**src/rtl/vga_scan_pkg.sv**
```systemverilog
package vga_scan_pkg;
  localparam int PIX_W = 24;

  typedef struct packed {
    logic de;
    logic hsAct;
    logic vsAct;
  } scanStb_t;
endpackage

```
**src/rtl/vga_scan_ctrl.sv**
```systemverilog
module vga_scan_ctrl
  import vga_scan_pkg::*;
#(
  parameter int H_ACT = 800,
  parameter int H_FP = 40,
  parameter int H_SW = 128,
  parameter int H_BP = 88,
  parameter int V_ACT = 600,
  parameter int V_FP = 1,
  parameter int V_SW = 4,
  parameter int V_BP = 23,
  parameter int ADDR_W = 19
) (
  input  logic clk,
  input  logic rst,
  output scanStb_t stb,
  output logic [ADDR_W-1:0] fbAddr
);
  localparam int H_TOT = H_ACT + H_FP + H_SW + H_BP;
  localparam int V_TOT = V_ACT + V_FP + V_SW + V_BP;
  localparam int HC_W = $clog2(H_TOT);
  localparam int VC_W = $clog2(V_TOT);
  localparam logic [HC_W-1:0] H_LAST = HC_W'(H_TOT - 1);
  localparam logic [VC_W-1:0] V_LAST = VC_W'(V_TOT - 1);
  localparam logic [HC_W-1:0] H_VIS_END = HC_W'(H_ACT);
  localparam logic [VC_W-1:0] V_VIS_END = VC_W'(V_ACT);
  localparam logic [HC_W-1:0] H_SYNC_BEG = HC_W'(H_ACT + H_FP);
  localparam logic [HC_W-1:0] H_SYNC_END = HC_W'(H_ACT + H_FP + H_SW);
  localparam logic [VC_W-1:0] V_SYNC_BEG = VC_W'(V_ACT + V_FP);
  localparam logic [VC_W-1:0] V_SYNC_END = VC_W'(V_ACT + V_FP + V_SW);

  logic [HC_W-1:0] hCnt;
  logic [VC_W-1:0] vCnt;
  logic hEnd, vEnd, hVis, vVis, visNow;

  assign hEnd = (hCnt == H_LAST);
  assign vEnd = (vCnt == V_LAST);
  assign hVis = (hCnt < H_VIS_END);
  assign vVis = (vCnt < V_VIS_END);
  assign visNow = hVis && vVis;

  always_ff @(posedge clk) begin
    if (rst) begin
      hCnt <= '0;
      vCnt <= '0;
      fbAddr <= '0;
    end else begin
      if (hEnd) begin
        hCnt <= '0;
        vCnt <= vEnd ? '0 : vCnt + 1'b1;
      end else begin
        hCnt <= hCnt + 1'b1;
      end
      if (hEnd && vEnd) fbAddr <= '0;
      else if (visNow) fbAddr <= fbAddr + 1'b1;
    end
  end

  always_comb begin
    stb.de = visNow;
    stb.hsAct = (hCnt >= H_SYNC_BEG) && (hCnt < H_SYNC_END);
    stb.vsAct = (vCnt >= V_SYNC_BEG) && (vCnt < V_SYNC_END);
  end

  // the visible part and the sync pulse of a line never overlap
  always_comb begin
    if (!rst) assert_h_regions_R1: assert ($onehot0({hVis, stb.hsAct}));
  end

  assert_line_step_R2: assert property (@(posedge clk) disable iff (rst)
    (hCnt != H_LAST) |=> $stable(vCnt));

  assert_addr_step_R5: assert property (@(posedge clk) disable iff (rst)
    visNow |=> (fbAddr == ADDR_W'($past(fbAddr) + 1'b1)));

  assert_addr_hold_R6: assert property (@(posedge clk) disable iff (rst)
    (!visNow && !(hEnd && vEnd)) |=> $stable(fbAddr));
endmodule

```
**src/rtl/vga_pixel_path.sv**
```systemverilog
module vga_pixel_path
  import vga_scan_pkg::*;
#(
  parameter int RD_LAT = 1,
  parameter bit H_POS_POL = 1'b1,
  parameter bit V_POS_POL = 1'b1
) (
  input  logic clk,
  input  logic rst,
  input  scanStb_t stb,
  input  logic [PIX_W-1:0] fbData,
  output logic hsyncO,
  output logic vsyncO,
  output logic deO,
  output logic [PIX_W-1:0] rgbO
);
  scanStb_t pipe [RD_LAT];

  always_ff @(posedge clk) begin
    if (rst) pipe[0] <= '0;
    else pipe[0] <= stb;
  end

  generate
    for (genvar i = 1; i < RD_LAT; i++) begin : gDelay
      always_ff @(posedge clk) begin
        if (rst) pipe[i] <= '0;
        else pipe[i] <= pipe[i-1];
      end
    end
  endgenerate

  scanStb_t tail;
  assign tail = pipe[RD_LAT-1];

  always_ff @(posedge clk) begin
    if (rst) begin
      hsyncO <= !H_POS_POL;
      vsyncO <= !V_POS_POL;
      deO <= 1'b0;
      rgbO <= '0;
    end else begin
      hsyncO <= H_POS_POL ? tail.hsAct : !tail.hsAct;
      vsyncO <= V_POS_POL ? tail.vsAct : !tail.vsAct;
      deO <= tail.de;
      rgbO <= tail.de ? fbData : '0;
    end
  end

  assert_idle_after_reset_R9: assert property (@(posedge clk)
    rst |=> (hsyncO == !H_POS_POL && vsyncO == !V_POS_POL && !deO && rgbO == '0));

  assert_blank_black_R8: assert property (@(posedge clk) disable iff (rst)
    !deO |-> (rgbO == '0));

  // display enable and an active horizontal sync never coincide at the pins
  assert_sync_vs_de_R3: assert property (@(posedge clk) disable iff (rst)
    deO |-> (hsyncO == !H_POS_POL));
endmodule

```
**src/rtl/vga_raster_scan.sv**
```systemverilog
module vga_raster_scan
  import vga_scan_pkg::*;
#(
  parameter int H_ACT = 800,
  parameter int H_FP = 40,
  parameter int H_SW = 128,
  parameter int H_BP = 88,
  parameter int V_ACT = 600,
  parameter int V_FP = 1,
  parameter int V_SW = 4,
  parameter int V_BP = 23,
  parameter bit H_POS_POL = 1'b1,
  parameter bit V_POS_POL = 1'b1,
  parameter int RD_LAT = 1,
  localparam int ADDR_W = $clog2(H_ACT * V_ACT + 1)
) (
  input  logic clk,
  input  logic rst,
  input  logic [23:0] fbData,
  output logic [ADDR_W-1:0] fbAddr,
  output logic hsyncO,
  output logic vsyncO,
  output logic deO,
  output logic [23:0] rgbO
);
  scanStb_t stb;

  vga_scan_ctrl #(
    .H_ACT(H_ACT), .H_FP(H_FP), .H_SW(H_SW), .H_BP(H_BP),
    .V_ACT(V_ACT), .V_FP(V_FP), .V_SW(V_SW), .V_BP(V_BP),
    .ADDR_W(ADDR_W)
  ) uCtrl (
    .clk(clk),
    .rst(rst),
    .stb(stb),
    .fbAddr(fbAddr)
  );

  vga_pixel_path #(
    .RD_LAT(RD_LAT), .H_POS_POL(H_POS_POL), .V_POS_POL(V_POS_POL)
  ) uPath (
    .clk(clk),
    .rst(rst),
    .stb(stb),
    .fbData(fbData),
    .hsyncO(hsyncO),
    .vsyncO(vsyncO),
    .deO(deO),
    .rgbO(rgbO)
  );
endmodule

```
**config.mk**
```make
export PLATFORM = sky130hd
export DESIGN_NAME = vga_raster_scan
export DESIGN_NICKNAME = d
export VERILOG_FILES = /design/src/rtl/vga_scan_pkg.sv /design/src/rtl/vga_scan_ctrl.sv /design/src/rtl/vga_pixel_path.sv /design/src/rtl/vga_raster_scan.sv
export SDC_FILE = /design/constraint.sdc
export NUM_CORES = 1
export LEC_CHECK = 0
export ABC_CLOCK_PERIOD_IN_PS = 1800
export BUFFER_PORTS_ARGS = -buffer_cell sky130_fd_sc_hd__buf_2
export CAP_MARGIN = 20
export CORE_ASPECT_RATIO = 0.9
export CORE_UTILIZATION = 48
export CTS_BUF_LIST = sky130_fd_sc_hd__clkbuf_8 sky130_fd_sc_hd__clkbuf_16
export CTS_CLUSTER_SIZE = 16
export DETAILED_ROUTE_END_ITERATION = 10
export GPL_ROUTABILITY_DRIVEN = 0
export PLACE_DENSITY = 0.76
export SLEW_MARGIN = 20
export SYNTH_ARGS = -nofsm -noshare
export SYNTH_HDL_FRONTEND = slang
export SYNTH_SLANG_ARGS = --single-unit
```
**constraint.sdc**
```tcl
create_clock -name clk -period 1.8 [get_ports clk]
set_clock_uncertainty 0.15 [all_clocks]
set_input_delay 0.27 -clock clk [delete_from_list [all_inputs] [get_ports clk]]
set_output_delay 0.27 -clock clk [all_outputs]
set_load 0.02 [all_outputs]
```
# Word level (Yosys, flattened, before mapping)
# Memory sizes are Yosys's and may differ from the RTL's.
# Cells that the tools add are included.
[totals] ff_bits=67 in_bits=26 out_inout_bits=46 mem_bits_rw=3 n_memories=1 wordCells=34
[memory_table] name="uPath.pipe" words=1 word_bits=3 read_ports=1 rd_ports_with_merged_regs=0 write_ports=1 line="vga_pixel_path.sv:17" text="scanStb_t pipe [RD_LAT];"
[classes] addsub=3 bitwise=1 mux=6 n_reduce_logical=8 n_lt_le_gt_ge=6 eq_ne=2
[ops] operator="$lt 11x10->1 const B" count=2
[ops] operator="$lt 10x10->1 const B" count=2
[ops] operator="$add 19x1->19 const B" count=1
[ops] operator="$add 11x1->11 const B" count=1
[ops] operator="$eq 11x11->1 const B" count=1
[ops] operator="$ge 11x10->1 const B" count=1
[ops] operator="$add 10x1->10 const B" count=1
[ops] operator="$eq 10x10->1 const B" count=1
[ops] operator="$ge 10x10->1 const B" count=1
[ops] operator="$mux 10" count=1
[ops] operator="$reduce_or 2->1" count=3
[ops] operator="$logic_and 1x1->1" count=4
[ops] operator="$mux 1" count=4
[ops] operator="$mux 3" count=1
[ops] operator="$reduce_or 3->1" count=1
[ops] operator="$not 1->1" count=1

# Logic depth before layout (Yosys ltp)
# Gate-level depths: netlist of the first run.
[depth] ltp_word=3 ltp_mapped=7 mapped_depth_nobuf=5

# Modules after synthesis
# A second synthesis of the first run with hierarchy kept.
[unflattened] cells_unflattened=316 hier_area_um2=2966.6
[by_module_without_submodules] mod="vga_scan_ctrl" cells_per_inst=251 area_per_inst_um2=2074.5 seq_area_each_um2=800.8 n_inst=1
[by_module_without_submodules] mod="vga_pixel_path" cells_per_inst=65 area_per_inst_um2=892.1 seq_area_each_um2=600.6 n_inst=1

# Worst setup path after synthesis of the first run
# Ideal clock, no wire load.
[synth_path] kind="register to register" start="reg uCtrl.fbAddr[2]" end="reg uCtrl.fbAddr[13]" required_time_ns=1.584 slack_ns=-0.107 n_path_buf=1 arrival_time_ns=1.691 synth_period_minus_slack_ns=1.907 path_stages_with_launch=6 setup_ns=0.066 path_cell_list="dfxtp_1 and4_1 clkbuf_1 nand4b_1 or4_4 a21oi_2"
[synth_between] elab_chain_len=1
[synth_rtl] item="start: declaration" line="vga_scan_ctrl.sv:17" text="output logic [ADDR_W-1:0] fbAddr"
[synth_rtl] item="start signal: assignment" line="vga_scan_ctrl.sv:55" text="else if (visNow) fbAddr <= fbAddr + 1'b1;"
[synth_rtl] item="$add 19x1->19" line="vga_scan_ctrl.sv:55"
# Every way passes these cells.
# A chain may end at the register's enable or synchronous reset.

# Worst setup path after layout of the first run
[layout_path] start="reg uCtrl.hCnt[6]" end="reg uCtrl.vCnt[7]"
[layout_between] elab_chain_len=1
[layout_rtl] item="start: declaration" line="vga_scan_ctrl.sv:32" text="logic [HC_W-1:0] hCnt;"
[layout_rtl] item="start signal: assignment" line="vga_scan_ctrl.sv:52" text="hCnt <= hCnt + 1'b1;"
[layout_rtl] item="$eq 11x11->1" line="vga_scan_ctrl.sv:36" text="assign hEnd = (hCnt == H_LAST);"
[layout_rtl] item="end signal: assignment" line="vga_scan_ctrl.sv:50" text="vCnt <= vEnd ? '0 : vCnt + 1'b1;"
[layout_rtl] item="end: declaration" line="vga_scan_ctrl.sv:33" text="logic [VC_W-1:0] vCnt;"
# Every way passes these cells.

==> results of run 1 <==
-- worst paths after layout --
path | from | to | cells after the start
worst max register to register | uCtrl.hCnt[6] | uCtrl.vCnt[7] | 6
worst min-delay path | rst | uPath.deO | 2
worst max-delay path | uCtrl.hCnt[6] | uCtrl.vCnt[7] | 6
worst min register to register | uPath.pipe[0][1] | uPath.hsyncO | 1
-- cells by family (layout without fill, tap and decap cells) --
logic type	Yosys count	count (layout)	share of synthesized area, %
flops	70	70	47.5
compound gates	62	64	13.1
fa+ha+maj	6	6	2.55
buf+inv	31	167	4.37
simple gates	134	134	27.2
mux	5	5	1.70
xor+xnor	12	12	3.57
-- registers in the layout, summed over array words and instances (netlist names) --
name,count
uPath.rgbO,24
uCtrl.fbAddr,19
uCtrl.hCnt,11
uCtrl.vCnt,10
uPath.pipe,3
uPath.deO,1
uPath.hsyncO,1
uPath.vsyncO,1
-- synth_stat cells, drive strengths merged --
master,n
nand2b,1
nor4,8
or3b,1
o2111ai,1
nor2b,7
buf,5
mux2i,5
inv,14
ha,6
o211ai,2
or4,12
nand4b,1
nor3b,1
nor3,4
nand2,14
nand4bb,2
nand4,6
clkbuf,12
a21oi,23
xor2,4
nand3,13
xnor2,8
dfxtp,70
and3,3
nand3b,1
and2,25
o31ai,12
o21bai,1
and4,4
or3,9
a211oi,1
o21ai,22
nor2,22
-- cell type report --
class / instances / area (um^2)
fill: 393 / 1560
multi-input combinational: 221 / 1560
clock inverter: 7 / 58.8
tap: 70 / 87.6
clock buffer: 9 / 124
sequential: 70 / 1420
timing repair buffer: 137 / 933
inverter: 14 / 52.6
-- critical path, stage by stage, from the launching register on --
cell and delay, ns:
dfxtp_2 0.34, nor3_4 0.20, buf_6 0.16, buf_6 0.12, nand4_1 0.23, or3_4 0.48, a21oi_2 0.13
-- routing by layer --
metal | GRT usage [%] | vias up | part of all wire, %
met1 | 30.0 | 1410 | 39
met5 | 0 | - | 0
met3 | 8.02 | 27 | 7.1
met4 | 7.97 | 0 | 2.8
met2 | 45.3 | 130 | 51
li1 | - | 1404 | -
-- timing repair --
item | CTS | global route
hold buffers | 24 | 0
endpoints found under the hold margin | 24 | 0
gates resized for setup | 5 | 44
pin swaps | 3 | 6
setup endpoints to repair | 29 | 35
gates cloned | 1 | 1
buffers inserted | 3 | 0
-- power groups by stage --
stage | combinational [mW] | clock, mW | sequential, mW
6_report | 0.263 | 1.19 | 1.59
5_1_grt | 0.283 | 1.27 | 1.60
4_1_cts | 0.246 | 1.21 | 1.59
3_5_place_dp | 0.206 | 0 | 1.63
3_3_place_gp | 0.201 | 0 | 1.63
2_1_floorplan | 0.0710 | 0 | 1.67
==> results by group, run 1 <==
Power and ir drop
  • P_int: about 2.2 mW
  • Clock power frac: 39.1%
  • Total Power: between 3 and 4 mW
  • Peak supply drop: 0.000520 V
  • Static leakage: around 1.7 nW
  • Combinational share of power: ~8.6%
  • Sequential Power Share: between 50 and 60%
  • Net Sw Frac: a little over a quarter
  • Switching power total: just over 0.8 mW
  • Power Density: 721 nW/um^2

Drt
  • Via count: ~3,000
  • Final ANT Viol Nets: 0
  • Vias/cell: approximately 5.6
  • DRC: 8
  • Routed WL per cell: around 17 um
  • Final WL: around 9000 um
  • DRT iter0 DRCs: ~150
  • Drt pass-1 iters: 8

Status
  • Status: complete, but fails checks
  • Failing checks: DRC, setup timing

Critical path
  • Critical Path Fanout Max: 6
  • FF-to-FF setup slack: -0.08 ns
  • Crit start category: flop
  • CP Data Required Time: roughly 1.9 ns
  • Worst setup EP type: flop
  • Critical path class: flop to flop
  • Arrival @ worst endpoint: between 2 and 2.5 ns

Die
  • Die area: around 6500 um^2
  • Die Span X: roughly 85 um
  • Core box area: between 5000 and 6000 um^2
  • # IOs: 72
  • Initial core utilization: 50.9%
  • Site Rows: 26
  • Vert. Die Dim: between 70 and 80 um

Global routing
  • Initial antenna violation count: 0
  • First-pass GRT wire length: about 13,000 um
  • Largest net degree at the start of global routing: 26
  • Congestion Overflow GR: 0
  • GRT Util Overall: 25.8%
  • Vias in the first global route: ~2,800

CTS
  • CTS tree: yes
  • Bufs on Longest Clock Path: 2
  • Clk slew on worst S/H paths: 0.08 ns
  • CTS H-tree lvls: 3
  • Clock root buffer: clkbuf_8
  • Clk_lat worst skew: 0.36 ns
  • Clock sink total: 70
  • TritonCTS Buffers: 9

Cells and area
  • Final Util: around 73%
  • Finished Cell Area: around 4200 um^2
  • Most frequent cells in the layout: buf_2, dfxtp_1, buf_4, and2_1, dlygate4sd3_1
  • Area Growth Syn to Fin: 43.5%
  • Nets: about 490
  • Fin cells: between 500 and 600
  • Commonest non-fill, non-tap cell in the layout: buf_2
  • # diodes: 0
  • Layout cells sized above 1: 37.6%

Synthesis
  • Post-synthesis sequential area ratio: between 40 and 50%
  • Area share of the largest cell type after synthesis: between 40% and 50%
  • Post-synthesis area per instance: ~9.2 um^2
  • Yosys reg bits: 70
  • Post-Syn Instances: 320
  • Leading area contributor after synthesis: dfxtp_1
  • Yosys Warn Count: 0
  • Syn nets: about 350
  • Largest cells by area after synthesis: dfxtp_1, and2_1, o21ai_0
  • Post-Syn Area: between 2000 and 3000 um^2
  • Post-synth cell types: 39

Timing
  • Max Fclk: roughly 530 MHz
  • RSZ-0062 raised after global routing: yes
  • # setup viols final: 7
  • Setup TNS: -0.132 ns
  • Final Max Slew Viols: 0
  • Worst-Margin Slew: approximately 0.70 ns
  • Final min period: about 1.9 ns
  • Final worst path period share: 104%
  • Setup WS post-layout: -0.0781 ns
  • Max-slew headroom: 52.9%
  • Final hold vios: 0
  • Fin Hold WS: 0.129 ns

Place
  • Setup slack at placement: -0.0785 ns
  • Post-Place Cell Area: between 3000 and 4000 um^2
  • I/O Buffers: roughly 70
  • DP HPWL: between 4000 and 5000 um
  • Cell total after placement: 483

Flow run
  • MaxCap Viol Count: 0

Min path
  • Hold Crit Class: input pin to flop
No activity file was read; power rests on OpenSTA's default activity.
==> inputs of run 2 (changes only) <==
--- a/config.mk
+++ b/config.mk
@@ -5,6 +5,7 @@
 export SDC_FILE = /design/constraint.sdc
 export NUM_CORES = 1
 export LEC_CHECK = 0
+export ABC_AREA = 1
 export ABC_CLOCK_PERIOD_IN_PS = 1800
 export BUFFER_PORTS_ARGS = -buffer_cell sky130_fd_sc_hd__buf_2
 export CAP_MARGIN = 20
@@ -14,7 +15,7 @@
 export CTS_CLUSTER_SIZE = 16
 export DETAILED_ROUTE_END_ITERATION = 10
 export GPL_ROUTABILITY_DRIVEN = 0
-export PLACE_DENSITY = 0.76
+export PLACE_DENSITY = 0.75
 export SLEW_MARGIN = 20
 export SYNTH_ARGS = -nofsm -noshare
 export SYNTH_HDL_FRONTEND = slang
==> run 2 against run 1 <==
  * The flow now finishes without violations
  * Fmax rose by 12%
  * Core utilization fell by 8.5 points
  * Worst hold slack improved by 0.13 ns
  * Worst setup slack improved by 0.20 ns
  * First-iteration DRC count fell by 5.3%
  * Sequential cell count did not move
  * Die area rose by 5.2%
  * Critical path type unchanged
  * Combinational power rose by 34%
  * Sequential power rose by 4%
  * Largest cell class is now flip-flops and latches
  * Non-clock buffer count fell by 36
  * Power rose by 4.3%
  * Final area fell by 5.6%
==> results by group, run 2 <==
Status
  • Status: complete, no violations

Critical path
  • Worst setup EP type: flop
  • Slowest stage cell on the critical path: dfxtp_1
  • Crit start category: flop
  • Critical Path Fanout Max: 6
  • CP delay by family, top: simple AND/OR/NAND/NOR gates
  • Arrival @ worst endpoint: 1.77 ns
  • CP Data Required Time: 1.89 ns
  • Buf+Inv Stages, Crit Path: 1
  • Critical Path, Cell by Cell: ha_1 -> nand3_2 -> inv_2 -> nand3_2 -> nor2_1 -> nand2_1 -> nor2_1 -> nor2_1
  • Max incr delay on CP: approximately 0.38 ns
  • Most common cell on crit path: nor2_1
  • Critical path class: flop to flop

Global routing
  • Initial antenna violation count: 0
  • GRT Util Overall: a little over a fifth
  • Largest net degree at the start of global routing: 36
  • First-pass GRT wire length: between 10,000 and 15,000 um
  • Vias in the first global route: around 2,800
  • Congestion Overflow GR: 0

Synthesis
  • Leading area contributor after synthesis: dfxtp_1
  • Post-synthesis sequential area ratio: between 40% and 50%
  • Post-Syn Instances: about 440
  • Largest cells by area after synthesis: dfxtp_1, nor2_1, nand2_1
  • Post-synthesis area per instance: 7.12 um^2
  • Post-synth cell types: 28
  • Syn nets: ~470
  • Area share of the largest cell type after synthesis: 45.1%
  • Yosys reg bits: 70
  • Count leader, synth: nor2_1
  • List of most frequent post-synthesis cells: nor2_1, nand2_1, dfxtp_1
  • Post-Syn Area: just over 3000 um^2
  • Post-synth EDFFs: 0
  • Main synth FF type: dfxtp_1
  • Synth async-reset ratio: 0%
  • Yosys Warn Count: 0

CTS
  • CTS H-tree lvls: 3
  • Bufs on Longest Clock Path: 2
  • TritonCTS Buffers: 9
  • CTS tree: yes
  • Clock sink total: 70
  • Clk_lat worst skew: ~0.34 ns
  • Clock root buffer: clkbuf_8
  • Clk slew on worst S/H paths: approximately 0.08 ns

Place
  • I/O Buffers: 71
  • DP HPWL: around 4600 um
  • Post-Place Cell Area: 3530 um^2

Drt
  • DRT iter0 DRCs: around 140
  • DRC: 0
  • Vias/cell: 4.72
  • Drt pass-1 iters: 4
  • Via count: approximately 3,000
  • Routed WL per cell: 10.8 um
  • Final WL: 6850 um
  • Final ANT Viol Nets: 0

Flow run
  • MaxCap Viol Count: 0

Cells and area
  • Multi-input gate area: 1390 um^2
  • Commonest non-fill, non-tap cell in the layout: nor2_1
  • Nets: approximately 570
  • Most frequent cells in the layout: nor2_1, nand2_1, buf_2, dfxtp_1, inv_1
  • # diodes: 0
  • Largest register by flop count: uPath.rgbO
  • Finished Cell Area: roughly 4000 um^2
  • Max reg flops: 24
  • Layout cells sized above 1: 20.9%
  • Biggest regs: uPath.rgbO (24), uCtrl.fbAddr (19), uCtrl.hCnt (11)
  • Filler instances: 536
  • Area Growth Syn to Fin: 28.7%
  • Register area: between 1000 and 1500 um^2

Timing
  • Final Max Slew Viols: 0
  • Final worst path period share: about 93%
  • Final hold vios: 0
  • Setup TNS: 0 ns
  • Worst-Margin Slew: 0.442 ns
  • RSZ-0062 raised after global routing: no
  • Max Fclk: a little under 600 MHz
  • Max-slew headroom: a little over two thirds
  • # setup viols final: 0
  • Final min period: 1.68 ns

Die
  • Site Rows: 27
  • Core box area: slightly above 6000 um^2
  • Die area: between 6000 and 7000 um^2
  • Die Span X: approximately 87 um
  • Initial core utilization: about 50%
  • # IOs: 72
  • Vert. Die Dim: between 70 and 80 um

Power and ir drop
  • Peak supply drop: a little over 0.0007 V
  • Power Density: ~800 nW/um^2
  • Static leakage: ~2 nW

Min path
  • Hold Crit Class: flop to flop
[run 2: tightest hold or removal path, stage by stage (launching register included)]
cell     delay, ns
dfxtp_1       0.30
inv_1         0.04
nor2_1        0.03
[run 2: metrics by stage]
step | power, mW | utilization, % | hold WS, ns | worst slack [ns] | cells
after floorplan | 1.89 | - | 0.189 | 0.173 | 436
final | 3.18 | 64.6 | 0.260 | 0.117 | 633
after global routing | 3.33 | 64.6 | 0.295 | 0.000664 | 633
after global placement | 2.00 | 57.2 | 0.245 | 0.192 | 591
after CTS | 3.21 | 64.2 | 0.260 | 0.117 | 632
after detailed placement | 2.01 | 57.2 | 0.252 | 0.138 | 591
[run 2: layer usage]
metal  up-vias  part of all wire [%]  track usage (%)
li1       1565                     -                -
met3        11                   6.8             6.73
met5         -                     0                0
met1      1317                    44             24.7
met2        95                    48             37.0
met4         0                   1.4             7.50
[run 2: repair_timing]
item	CTS	global route
hold buffers	25	0
setup endpoints to repair	0	3
setup buffers	0	0
hold endpoints to repair	26	0
resized for setup	0	3
[run 2: worst paths after layout]
kind,from,end,slack [ns],cells after the start
min reg2reg,uPath.pipe[0][1],uPath.hsyncO,0.26,2
min,uPath.pipe[0][1],uPath.hsyncO,0.26,2
max,uCtrl.hCnt[0],uCtrl.vCnt[4],0.12,8
max reg2reg,uCtrl.hCnt[0],uCtrl.vCnt[4],0.12,8
[run 2: kinds of logic after synthesis]
| group | after synthesis | synth area share [%] |
|---|---|---|
| simple gates | 243 | 34.9 |
| buf+inv | 79 | 10.9 |
| flops | 70 | 45.1 |
| compound gates | 37 | 6.33 |
| fa+ha+maj | 6 | 2.42 |
| xor+xnor | 1 | 0.282 |
[run 2: power by group]
group | internal, mW | switching, mW | leakage (nW)
clock network | 0.541 | 0.623 | 0.0849
registers | 1.61 | 0.0544 | 0.570
logic | 0.153 | 0.198 | 1.37
total | 2.30 | 0.876 | 2.02
[run 2: cell type report]
cell class	count	area share [%]
inverters	71	6.77
well taps	87	2.73
clock buffers	10	3.45
repair buffers	101	16.1
clock inverters	6	1.13
multi-input cells	288	34.7
flip-flops and latches	70	35.1
